<file path="config.mk">
export PLATFORM = sky130hd
export DESIGN_NAME = flash_cmd_seq
export DESIGN_NICKNAME = d
export VERILOG_FILES = /design/src/rtl/fcs_pkg.sv /design/src/rtl/fcs_tick_gen.sv /design/src/rtl/fcs_seq.sv /design/src/rtl/flash_cmd_seq.sv
export SDC_FILE = /design/constraint.sdc
export NUM_CORES = 1
export LEC_CHECK = 0
export ABC_CLOCK_PERIOD_IN_PS = 4450
export CORE_ASPECT_RATIO = 1.4
export CORE_UTILIZATION = 45
export DETAILED_ROUTE_END_ITERATION = 12
export DONT_BUFFER_PORTS = 1
export HOLD_SLACK_MARGIN = 0.15
export PLACE_DENSITY_LB_ADDON = 0.05
export SYNTH_ARGS = -nofsm -noshare
export SYNTH_HDL_FRONTEND = slang
export SYNTH_SLANG_ARGS = --single-unit
export TNS_END_PERCENT = 50
</file>
<file path="constraint.sdc">
create_clock -name clk_i -period 4.45 [get_ports clk_i]
set_clock_uncertainty 0.05 [all_clocks]
set_input_delay 0.6675 -clock clk_i [delete_from_list [all_inputs] [get_ports clk_i]]
set_output_delay 0.6675 -clock clk_i [all_outputs]
set_load 0.005 [all_outputs]
</file>
<file path="src/rtl/fcs_pkg.sv">
package fcs_pkg;
  typedef enum logic [1:0] {
    OP_NONE = 2'd0,
    OP_PROG = 2'd1,
    OP_PAGE = 2'd2,
    OP_MASS = 2'd3
  } fcs_op_e;

  localparam logic [7:0] OFS_ADDR = 8'h00;
  localparam logic [7:0] OFS_DIV  = 8'h04;
  localparam logic [7:0] OFS_CTRL = 8'h08;
  localparam logic [7:0] OFS_STAT = 8'h24;
  localparam logic [7:0] OFS_ACC  = 8'h40;
  localparam logic [3:0] DATA_HI  = 4'h3;

  localparam logic [3:0] KEY_OK    = 4'h2;
  localparam logic [7:0] CODE_MASS = 8'hAA;
  localparam logic [7:0] CODE_PAGE = 8'h55;
endpackage

</file>
<file path="src/rtl/fcs_tick_gen.sv">
module fcs_tick_gen #(
  parameter int DIV_W = 8
) (
  input  logic             clk_i,
  input  logic             rst_ni,
  input  logic [DIV_W-1:0] div_i,
  input  logic             restart_i,
  output logic             tick_o
);
  logic [DIV_W-1:0] cnt_q;

  assign tick_o = (cnt_q == div_i);

  always_ff @(posedge clk_i or negedge rst_ni) begin
    if (!rst_ni)                cnt_q <= '0;
    else if (restart_i || tick_o) cnt_q <= '0;
    else                        cnt_q <= cnt_q + 1'b1;
  end

  // a_r7_phase_restart: a restart with a nonzero divider leaves a gap before the next tick
  a_r7_phase_restart: assert property (@(posedge clk_i) disable iff (!rst_ni)
    (restart_i && div_i != '0 && $stable(div_i)) |=> !tick_o);
endmodule

</file>
<file path="src/rtl/fcs_seq.sv">
module fcs_seq
  import fcs_pkg::*;
#(
  parameter int PROG_TICKS = 4,
  parameter int PAGE_TICKS = 20,
  parameter int MASS_TICKS = 40
) (
  input  logic    clk_i,
  input  logic    rst_ni,
  input  logic    start_i,
  input  fcs_op_e op_i,
  input  logic    tick_i,
  output logic    busy_o,
  output logic    done_o,
  output logic    strobe_o
);
  localparam int MAX_T = (MASS_TICKS > PAGE_TICKS)
                       ? ((MASS_TICKS > PROG_TICKS) ? MASS_TICKS : PROG_TICKS)
                       : ((PAGE_TICKS > PROG_TICKS) ? PAGE_TICKS : PROG_TICKS);
  localparam int CNT_W = $clog2(MAX_T + 1);

  logic             busy_q, strobe_q;
  logic [CNT_W-1:0] rem_q, load_val;

  always_comb begin
    unique case (op_i)
      OP_PAGE: load_val = CNT_W'(PAGE_TICKS);
      OP_MASS: load_val = CNT_W'(MASS_TICKS);
      default: load_val = CNT_W'(PROG_TICKS);
    endcase
  end

  assign done_o   = busy_q && tick_i && (rem_q == CNT_W'(1));
  assign busy_o   = busy_q;
  assign strobe_o = strobe_q;

  always_ff @(posedge clk_i or negedge rst_ni) begin
    if (!rst_ni) begin
      busy_q   <= 1'b0;
      strobe_q <= 1'b0;
      rem_q    <= '0;
    end else begin
      strobe_q <= 1'b0;
      if (!busy_q) begin
        if (start_i) begin
          busy_q   <= 1'b1;
          strobe_q <= 1'b1;
          rem_q    <= load_val;
        end
      end else if (tick_i) begin
        rem_q <= rem_q - 1'b1;
        if (rem_q == CNT_W'(1)) busy_q <= 1'b0;
      end
    end
  end

  // a_r3_strobe_in_op: the flash strobe only appears inside a busy window
  a_r3_strobe_in_op: assert property (@(posedge clk_i) disable iff (!rst_ni)
    strobe_o |-> busy_o);
  // a_r7_done_ends_busy: completion is followed by the idle state
  a_r7_done_ends_busy: assert property (@(posedge clk_i) disable iff (!rst_ni)
    done_o |=> !busy_o);
  // a_r8_single_strobe: one strobe per operation
  a_r8_single_strobe: assert property (@(posedge clk_i) disable iff (!rst_ni)
    strobe_o |=> !strobe_o);
endmodule

</file>
<file path="src/rtl/flash_cmd_seq.sv">
module flash_cmd_seq
  import fcs_pkg::*;
#(
  parameter int DIV_W      = 8,
  parameter int PROG_TICKS = 4,
  parameter int PAGE_TICKS = 20,
  parameter int MASS_TICKS = 40,
  parameter int NWORDS     = 4
) (
  input  logic                 clk_i,
  input  logic                 rst_ni,
  input  logic                 we_i,
  input  logic [7:0]           addr_i,
  input  logic [31:0]          wdata_i,
  output logic [31:0]          rdata_o,
  output logic                 fl_strobe_o,
  output logic [1:0]           fl_op_o,
  output logic [31:0]          fl_addr_o,
  output logic [NWORDS*32-1:0] fl_data_o,
  output logic                 fl_wide_o,
  output logic                 irq_o
);
  localparam int IDX_W = (NWORDS > 1) ? $clog2(NWORDS) : 1;

  logic [31:0]      addr_q;
  logic [DIV_W-1:0] div_q;
  logic [31:0]      data_q [NWORDS];
  logic             narrow_q;
  logic [7:0]       code_q;
  logic [3:0]       key_q;
  logic [2:0]       pend_q;
  logic             done_q, fault_q, done_ie_q, fault_ie_q;
  fcs_op_e          op_q, op_req;

  logic wr_ctrl, wr_stat, any_start, req_ok, start, refuse;
  logic busy, done_evt, tick;

  assign wr_ctrl   = we_i && addr_i == OFS_CTRL;
  assign wr_stat   = we_i && addr_i == OFS_STAT;
  assign any_start = |wdata_i[2:0];

  always_comb begin
    op_req = OP_NONE;
    req_ok = 1'b0;
    unique case (wdata_i[2:0])
      3'b001: begin op_req = OP_PROG; req_ok = 1'b1; end
      3'b010: begin op_req = OP_MASS; req_ok = wdata_i[15:8] == CODE_MASS; end
      3'b100: begin op_req = OP_PAGE; req_ok = wdata_i[15:8] == CODE_PAGE; end
      default: ;
    endcase
    if (wdata_i[31:28] != KEY_OK) req_ok = 1'b0;
  end

  assign start  = wr_ctrl && any_start && !busy && req_ok;
  assign refuse = wr_ctrl && any_start && !(start);

  always_ff @(posedge clk_i or negedge rst_ni) begin
    if (!rst_ni) begin
      addr_q     <= '0;
      div_q      <= '0;
      narrow_q   <= 1'b0;
      code_q     <= '0;
      key_q      <= '0;
      pend_q     <= '0;
      op_q       <= OP_NONE;
      done_q     <= 1'b0;
      fault_q    <= 1'b0;
      done_ie_q  <= 1'b0;
      fault_ie_q <= 1'b0;
    end else begin
      if (we_i && addr_i == OFS_ADDR) addr_q <= wdata_i;
      if (we_i && addr_i == OFS_DIV)  div_q  <= wdata_i[DIV_W-1:0];
      if (wr_ctrl && !busy) begin
        narrow_q <= wdata_i[4];
        code_q   <= wdata_i[15:8];
        key_q    <= wdata_i[31:28];
      end
      if (start) begin
        pend_q <= wdata_i[2:0];
        op_q   <= op_req;
      end else if (done_evt) begin
        pend_q <= '0;
      end
      if (wr_stat) begin
        done_ie_q  <= wdata_i[8];
        fault_ie_q <= wdata_i[9];
      end
      // a new event wins over a same-cycle clear
      done_q  <= done_evt || (done_q  && !(wr_stat && wdata_i[0]));
      fault_q <= refuse   || (fault_q && !(wr_stat && wdata_i[1]));
    end
  end

  for (genvar g = 0; g < NWORDS; g++) begin : g_data
    always_ff @(posedge clk_i or negedge rst_ni) begin
      if (!rst_ni) data_q[g] <= '0;
      else if (we_i && addr_i[7:4] == DATA_HI && addr_i[1:0] == 2'b00
               && addr_i[3:2] == 2'(g))
        data_q[g] <= wdata_i;
    end
    assign fl_data_o[g*32 +: 32] = data_q[g];
  end

  always_comb begin
    rdata_o = '0;
    unique case (addr_i)
      OFS_ADDR: rdata_o = addr_q;
      OFS_DIV:  rdata_o[DIV_W-1:0] = div_q;
      OFS_CTRL: rdata_o = {key_q, 3'b000, busy, 8'h00, code_q, 3'b000, narrow_q, 1'b0, pend_q};
      OFS_STAT: rdata_o = {22'h0, fault_ie_q, done_ie_q, 6'h0, fault_q, done_q};
      default:
        if (addr_i[7:4] == DATA_HI && addr_i[1:0] == 2'b00 && 32'(addr_i[3:2]) < NWORDS)
          rdata_o = data_q[IDX_W'(addr_i[3:2])];
    endcase
  end

  fcs_tick_gen #(.DIV_W(DIV_W)) u_tick (
    .clk_i     (clk_i),
    .rst_ni    (rst_ni),
    .div_i     (div_q),
    .restart_i (start),
    .tick_o    (tick)
  );

  fcs_seq #(
    .PROG_TICKS (PROG_TICKS),
    .PAGE_TICKS (PAGE_TICKS),
    .MASS_TICKS (MASS_TICKS)
  ) u_seq (
    .clk_i    (clk_i),
    .rst_ni   (rst_ni),
    .start_i  (start),
    .op_i     (op_req),
    .tick_i   (tick),
    .busy_o   (busy),
    .done_o   (done_evt),
    .strobe_o (fl_strobe_o)
  );

  assign fl_op_o   = op_q;
  assign fl_addr_o = addr_q;
  assign fl_wide_o = !narrow_q;
  assign irq_o     = (done_q && done_ie_q) || (fault_q && fault_ie_q);

  // a_r6_key_on_strobe: no operation reaches the flash without the unlock key
  a_r6_key_on_strobe: assert property (@(posedge clk_i) disable iff (!rst_ni)
    fl_strobe_o |-> key_q == KEY_OK);
  // a_r9_one_pending: exactly one start bit is held during an operation
  a_r9_one_pending: assert property (@(posedge clk_i) disable iff (!rst_ni)
    busy |-> $countones(pend_q) == 1);
  // a_r10_fault_source: the fault flag only rises after a control write
  a_r10_fault_source: assert property (@(posedge clk_i) disable iff (!rst_ni)
    $rose(fault_q) |-> $past(we_i && addr_i == OFS_CTRL));
  // a_r5_erase_code: an erase strobe implies the matching code is held
  a_r5_erase_code: assert property (@(posedge clk_i) disable iff (!rst_ni)
    (fl_strobe_o && fl_op_o == OP_MASS) |-> code_q == CODE_MASS);
endmodule

</file>
# After elaboration in Yosys (flattened, before gate mapping)
# Cells that the tools add are included.
# totals
reg_bits	206
latch_bits	0
ram_bits	0
mem_bits_ro	0
input_bits	43
word_cells	102
memories	0
# classes
add_sub_neg	2
mul	0
div_mod_pow	0
n_lt_le_gt_ge	1
n_eq_ne	18
shifts	0
mux	21
n_bitwise	1
n_reduce_logical	40
# ops
cell	count
$mux W32	3
$pmux W24 S4	1
$bmux W32 S2	1
$pmux W8 S4	1
$logic_and A1 B1 Y1	24
$mux W6	3
$pmux W6 S2	1
$add A8 B1 Y8 const B	1
$eq A2 B2 Y1 const B	4
$eq A8 B3 Y1 const B	1
$eq A8 B4 Y1 const B	1
$eq A8 B6 Y1 const B	1
$eq A8 B7 Y1 const B	1
$eq A8 B8 Y1	1
$eq A8 B8 Y1 const B	1
$logic_not A8 Y1	1
$mux W8	1
$eq A6 B1 Y1 const B	1
$mux W1	6
$mux W3	2
$pmux W2 S3	1
$sub A6 B1 Y6 const B	1
$logic_not A1 Y1	5
$eq A4 B2 Y1 const B	1
other kinds (14)	19

# Longest topological paths before layout
# logic_depth
depth_word	8
ltp_mapped	7

# Modules after synthesis
# A second synthesis with hierarchy kept.
# unflattened
cells_unflattened	684
hier_area_um2	9719.3
# modules_own_cells
mod	n_inst	cells_per_inst	area_per_inst_um2
flash_cmd_seq	1	590	8712.1
fcs_tick_gen	1	46	521.8
fcs_seq	1	48	485.5

# Worst setup path before layout
# No wires, ideal clock.
# synth_path
path_type	input-to-output
start	input port addr_i[2]
end	output port rdata_o[28]
arrival_time_ns	2.335
slack_ns	1.397
stages	5
path_buffers	2
path_cell_list	buf_2 -> buf_1 -> mux4_2 -> a222oi_1 -> inv_1
# synth_between
elab_chain_len	6
# synth_lines
item	line_no	source
start, declared	flash_cmd_seq.sv:13	input logic [7:0] addr_i,
$not A2 Y3 (implied by the code)	flash_cmd_seq.sv:113	rdata_o = data_q[IDX_W'(addr_i[3:2])];
$bmux W32 S2	flash_cmd_seq.sv:113	
$mux W32 (implied by the code) (2 in a row)	flash_cmd_seq.sv:113	
$mux W32	flash_cmd_seq.sv:112	if (addr_i[7:4] == DATA_HI && addr_i[1:0] == 2'b00 && 32'(addr_i[3:2]) < NWORDS)
$pmux W24 S4 *	flash_cmd_seq.sv:106	unique case (addr_i)
end, declared	flash_cmd_seq.sv:15	output logic [31:0] rdata_o,
# Every way passes the cells marked *; elsewhere a longest branch is shown, timed or not. The select of a mux whose other input is x is not followed.

# Final worst setup path
# layout_path
start	input port addr_i[1]
end	output port rdata_o[8]
# layout_between
elab_chain_len	4
# layout_lines
item	line_no
$logic_not A2 Y1	flash_cmd_seq.sv:112
$logic_and A1 B1 Y1	flash_cmd_seq.sv:112
$mux W32	flash_cmd_seq.sv:112
$pmux W24 S4 *	flash_cmd_seq.sv:106
# Every way passes the cells marked *; elsewhere a longest branch is shown, timed or not.

==> results.py <==
metrics = {
    "sta": {
        "max_freq_mhz": 313,
        "final_max_slew_viol_count": 0,
        "hold_slack_ns": -0.206,
        "worst_pin_slew_ns": 0.978,
        "timing.final.crit_share_pct": 71.9,
        "fin_crit_ns": 3.20,
        "hold_viol_final": 206,
        "slew_headroom_pct": 34.6,
        "finalSetupViolations": 0,
        "fin_setup_tns_ns": 0,
        "rsz0062_at_grt": "no",
    },
    "cts": {
        "cts_made_buffers": 22,
        "cts_setup_buffers": 0,
        "cts_buffer_depth": 3,
        "clk_pin_slew_ns": 0.06,
        "h-tree-depth": 1,
        "cts_sinks": 206,
        "clk_latency_ns": 0.52,
        "cts_tree": "yes",
        "cts-root-buf": "clkbuf_16",
    },
    "power": {
        "power.density_nw_per_um2": 398,
        "vdd_drop_max_mv": 0.250,
        "p_leak_uw": 0.00512,
        "power.total_uw": 4170,
    },
    "place": {
        "portBuffers": 0,
        "dp_cells": 891,
        "dpl.hpwl_mm": 16.3,
        "gp_congestion": 0.832,
    },
    "setup_path": {
        "required_ns": 3.73,
        "reg2reg_from": "u_seq.busy_o",
        "reg2reg_setup_slack_ns": 1.48,
        "r2r_cells": 5,
        "startpoint": "addr_i[1]",
        "critPathMaxFanout": 10,
        "cp-start-kind": "input pin",
        "path_class": "input pin to output pin",
        "arrival_ns": 2.48,
        "end_kind": "output pin",
        "rr_endpoint": "u_seq.rem_q[3]",
    },
    "synthesis": {
        "synthCells": 662,
        "synth_edf_count": 0,
        "yosys_warnings": 0,
        "syn_avg_cell_area_um2": 14.3,
        "async_reset_ff_share_pct": 100,
        "ys_types": 53,
        "ys.flop_type": "dfrtp_1",
        "ys_ff_latch": 206,
        "syn_area_um2": 9470,
        "syn_nets": 708,
        "yosysSeqAreaShare_pct": 54.4,
    },
    "cells_and_area": {
        "fin_cells": 927,
        "syn_to_final_growth_pct": 10.6,
        "drive_above_1_share_pct": 39.6,
        "nets": 705,
        "num_antenna_cells": 0,
    },
    "drt": {
        "viasPerCell": 6.20,
        "route.detailed.drc": 0,
        "dr.pass1.iters": 4,
        "wl_per_cell_um": 27.2,
        "drt.antenna.violating_nets": 0,
        "drt_iter0_drc": 264,
        "routed_wl_mm": 25.2,
        "vias": 5748,
    },
    "global_route": {
        "grt_overflow": 0,
        "track_usage_pct": 23.7,
        "grt_pass1_vias": 6409,
        "grt_pass1_wl_mm": 39.7,
        "grt_start_max_net_pins": 207,
        "antenna_found_initial": 0,
    },
    "floorplanning": {
        "fp.dieH_um": 174,
        "die_x_um": 125,
        "initial_core_util_pct": 46.1,
        "die_area_um2": 21600,
        "ioPinCount": 240,
        "row_count": 62,
        "core_area_um2": 20600,
    },
    "job": {
        "drv_cap": 0,
    },
    "min_path": {
        "min_path_type": "input pin to async pin",
    },
    "outcome": {
        "status": "finished with violations",
        "violations": "hold timing",
    },
}
[area by class of cell]
type,count,area [µm²]
inverter,11,41.3
timing repair buffer,12,115
sequential,206,5150
tap,256,320
fill,1773,10100
clock inverter,6,91.3
clock buffer,30,631
multi-input combinational,406,4130
[cells by family after synthesis]
| kind of cell | count (synthesis) | share of synthesized area (%) |
|---|---|---|
| xor gates and xnor gates | 16 | 1.48 |
| DFF | 206 | 54.4 |
| adders and majority gates | 3 | 0.396 |
| muxes | 217 | 29.6 |
| AOI/OAI and AO/OA | 64 | 5.63 |
| and+or+nand+nor | 106 | 6.08 |
| buffers and inverters | 50 | 2.42 |
[stage by stage]
stage | setup slack [ns] | cell area, µm² | utilization [%]
2_1_floorplan | 1.40 | 9470 | -
3_3_place_gp | 1.08 | 9760 | 47.5
3_5_place_dp | 1.05 | 9760 | 47.5
4_1_cts | 1.20 | 10500 | 51.0
5_1_grt | 1.11 | 10500 | 51.0
6_report | 1.25 | 10500 | 51.0
[repair_timing]
item	in CTS	in global routing
hold endpoints to repair	206	206
gates resized for setup	0	0
endpoints found under the setup margin	0	0
[Yosys cell counts, types with 2 or more instances]
library cell,n,area share (%)
dfrtp_1,206,54
mux2_2,174,21
nand2_1,40,1.6
mux4_2,32,7.6
a22oi_1,22,1.7
buf_2,18,0.95
nor2_1,16,0.63
a22o_1,15,1.4
clkbuf_1,15,0.59
xor2_1,13,1.2
nand3_1,12,0.63
inv_1,11,0.44
mux2_1,11,1.3
a21o_1,5,0.40
nor4_1,4,0.26
nor4bb_1,4,0.42
a211o_1,3,0.28
a221o_1,3,0.32
and3_1,3,0.20
buf_1,3,0.12
ha_1,3,0.40
nor3_1,3,0.16
o21ai_0,3,0.16
xnor2_1,3,0.28
a31oi_1,2,0.13
a32o_1,2,0.21
and2_1,2,0.13
buf_6,2,0.24
nand2_2,2,0.13
nand2b_1,2,0.13
nand4_1,2,0.13
nor3_2,2,0.21
nor3b_1,2,0.16
o31ai_1,2,0.16
or4_4,2,0.24
[worst max path at each step]
stage,depth (start not counted),slack (ns),end
6_report,5,1.25,rdata_o[8]
5_1_grt,5,1.11,rdata_o[8]
4_1_cts,5,1.20,rdata_o[8]
3_5_place_dp,6,1.05,fl_addr_o[5]
3_3_place_gp,6,1.08,fl_addr_o[16]
2_1_floorplan,5,1.40,rdata_o[28]
[power breakdown]
group	internal (µW)	leakage (µW)	total, µW	switching, µW
combinational	137	0.00194	240	103
sequential	1980	0.00282	2090	117
clock	1100	0.000357	1840	740
total	3210	0.00512	4170	959
[registers in the layout (all words and copies together), names as in the netlist]
| signal | count |
|---|---|
| code_q | 8 |
| fl_addr_o | 32 |
| u_tick.cnt_q | 8 |
| fault_ie_q | 1 |
| fl_op_o | 2 |
| done_ie_q | 1 |
| u_seq.strobe_o | 1 |
| u_seq.rem_q | 6 |
| div_q | 8 |
| key_q | 4 |
| pend_q | 3 |
| narrow_q | 1 |
| done_q | 1 |
| u_seq.busy_o | 1 |
| fl_data_o | 128 |
| fault_q | 1 |
[layout by cell type, fill, tap and decap left out, drive strengths merged, types with 3 or more instances in the layout]
cell type    n
a22oi       22
clkinv       4
mux2       185
nor2        17
a221o        3
dfrtp      206
a22o        15
xnor2        3
ha           3
clkbuf      30
a211o        3
nand2       42
a21o         5
xor2        13
mux4        32
and3         3
nor4         5
or4          3
o21ai        3
inv         11
buf         12
nor3         6
nor4bb       4
nand3       12
[worst max-delay path: stages]
cell     delay, ns
or4_4         0.58
nor4_4        0.57
buf_4         0.33
a22o_1        0.20
a221o_1       0.13
[metal layers]
metal	vias to the layer above	routed length [µm]	global-route usage (%)
met5	-	0	0
met4	0	561	7.13
met3	33	1920	7.16
met2	191	13500	42.0
met1	3075	9190	27.3
li1	2449	-	-
No activity file was read; power rests on OpenSTA's default activity.
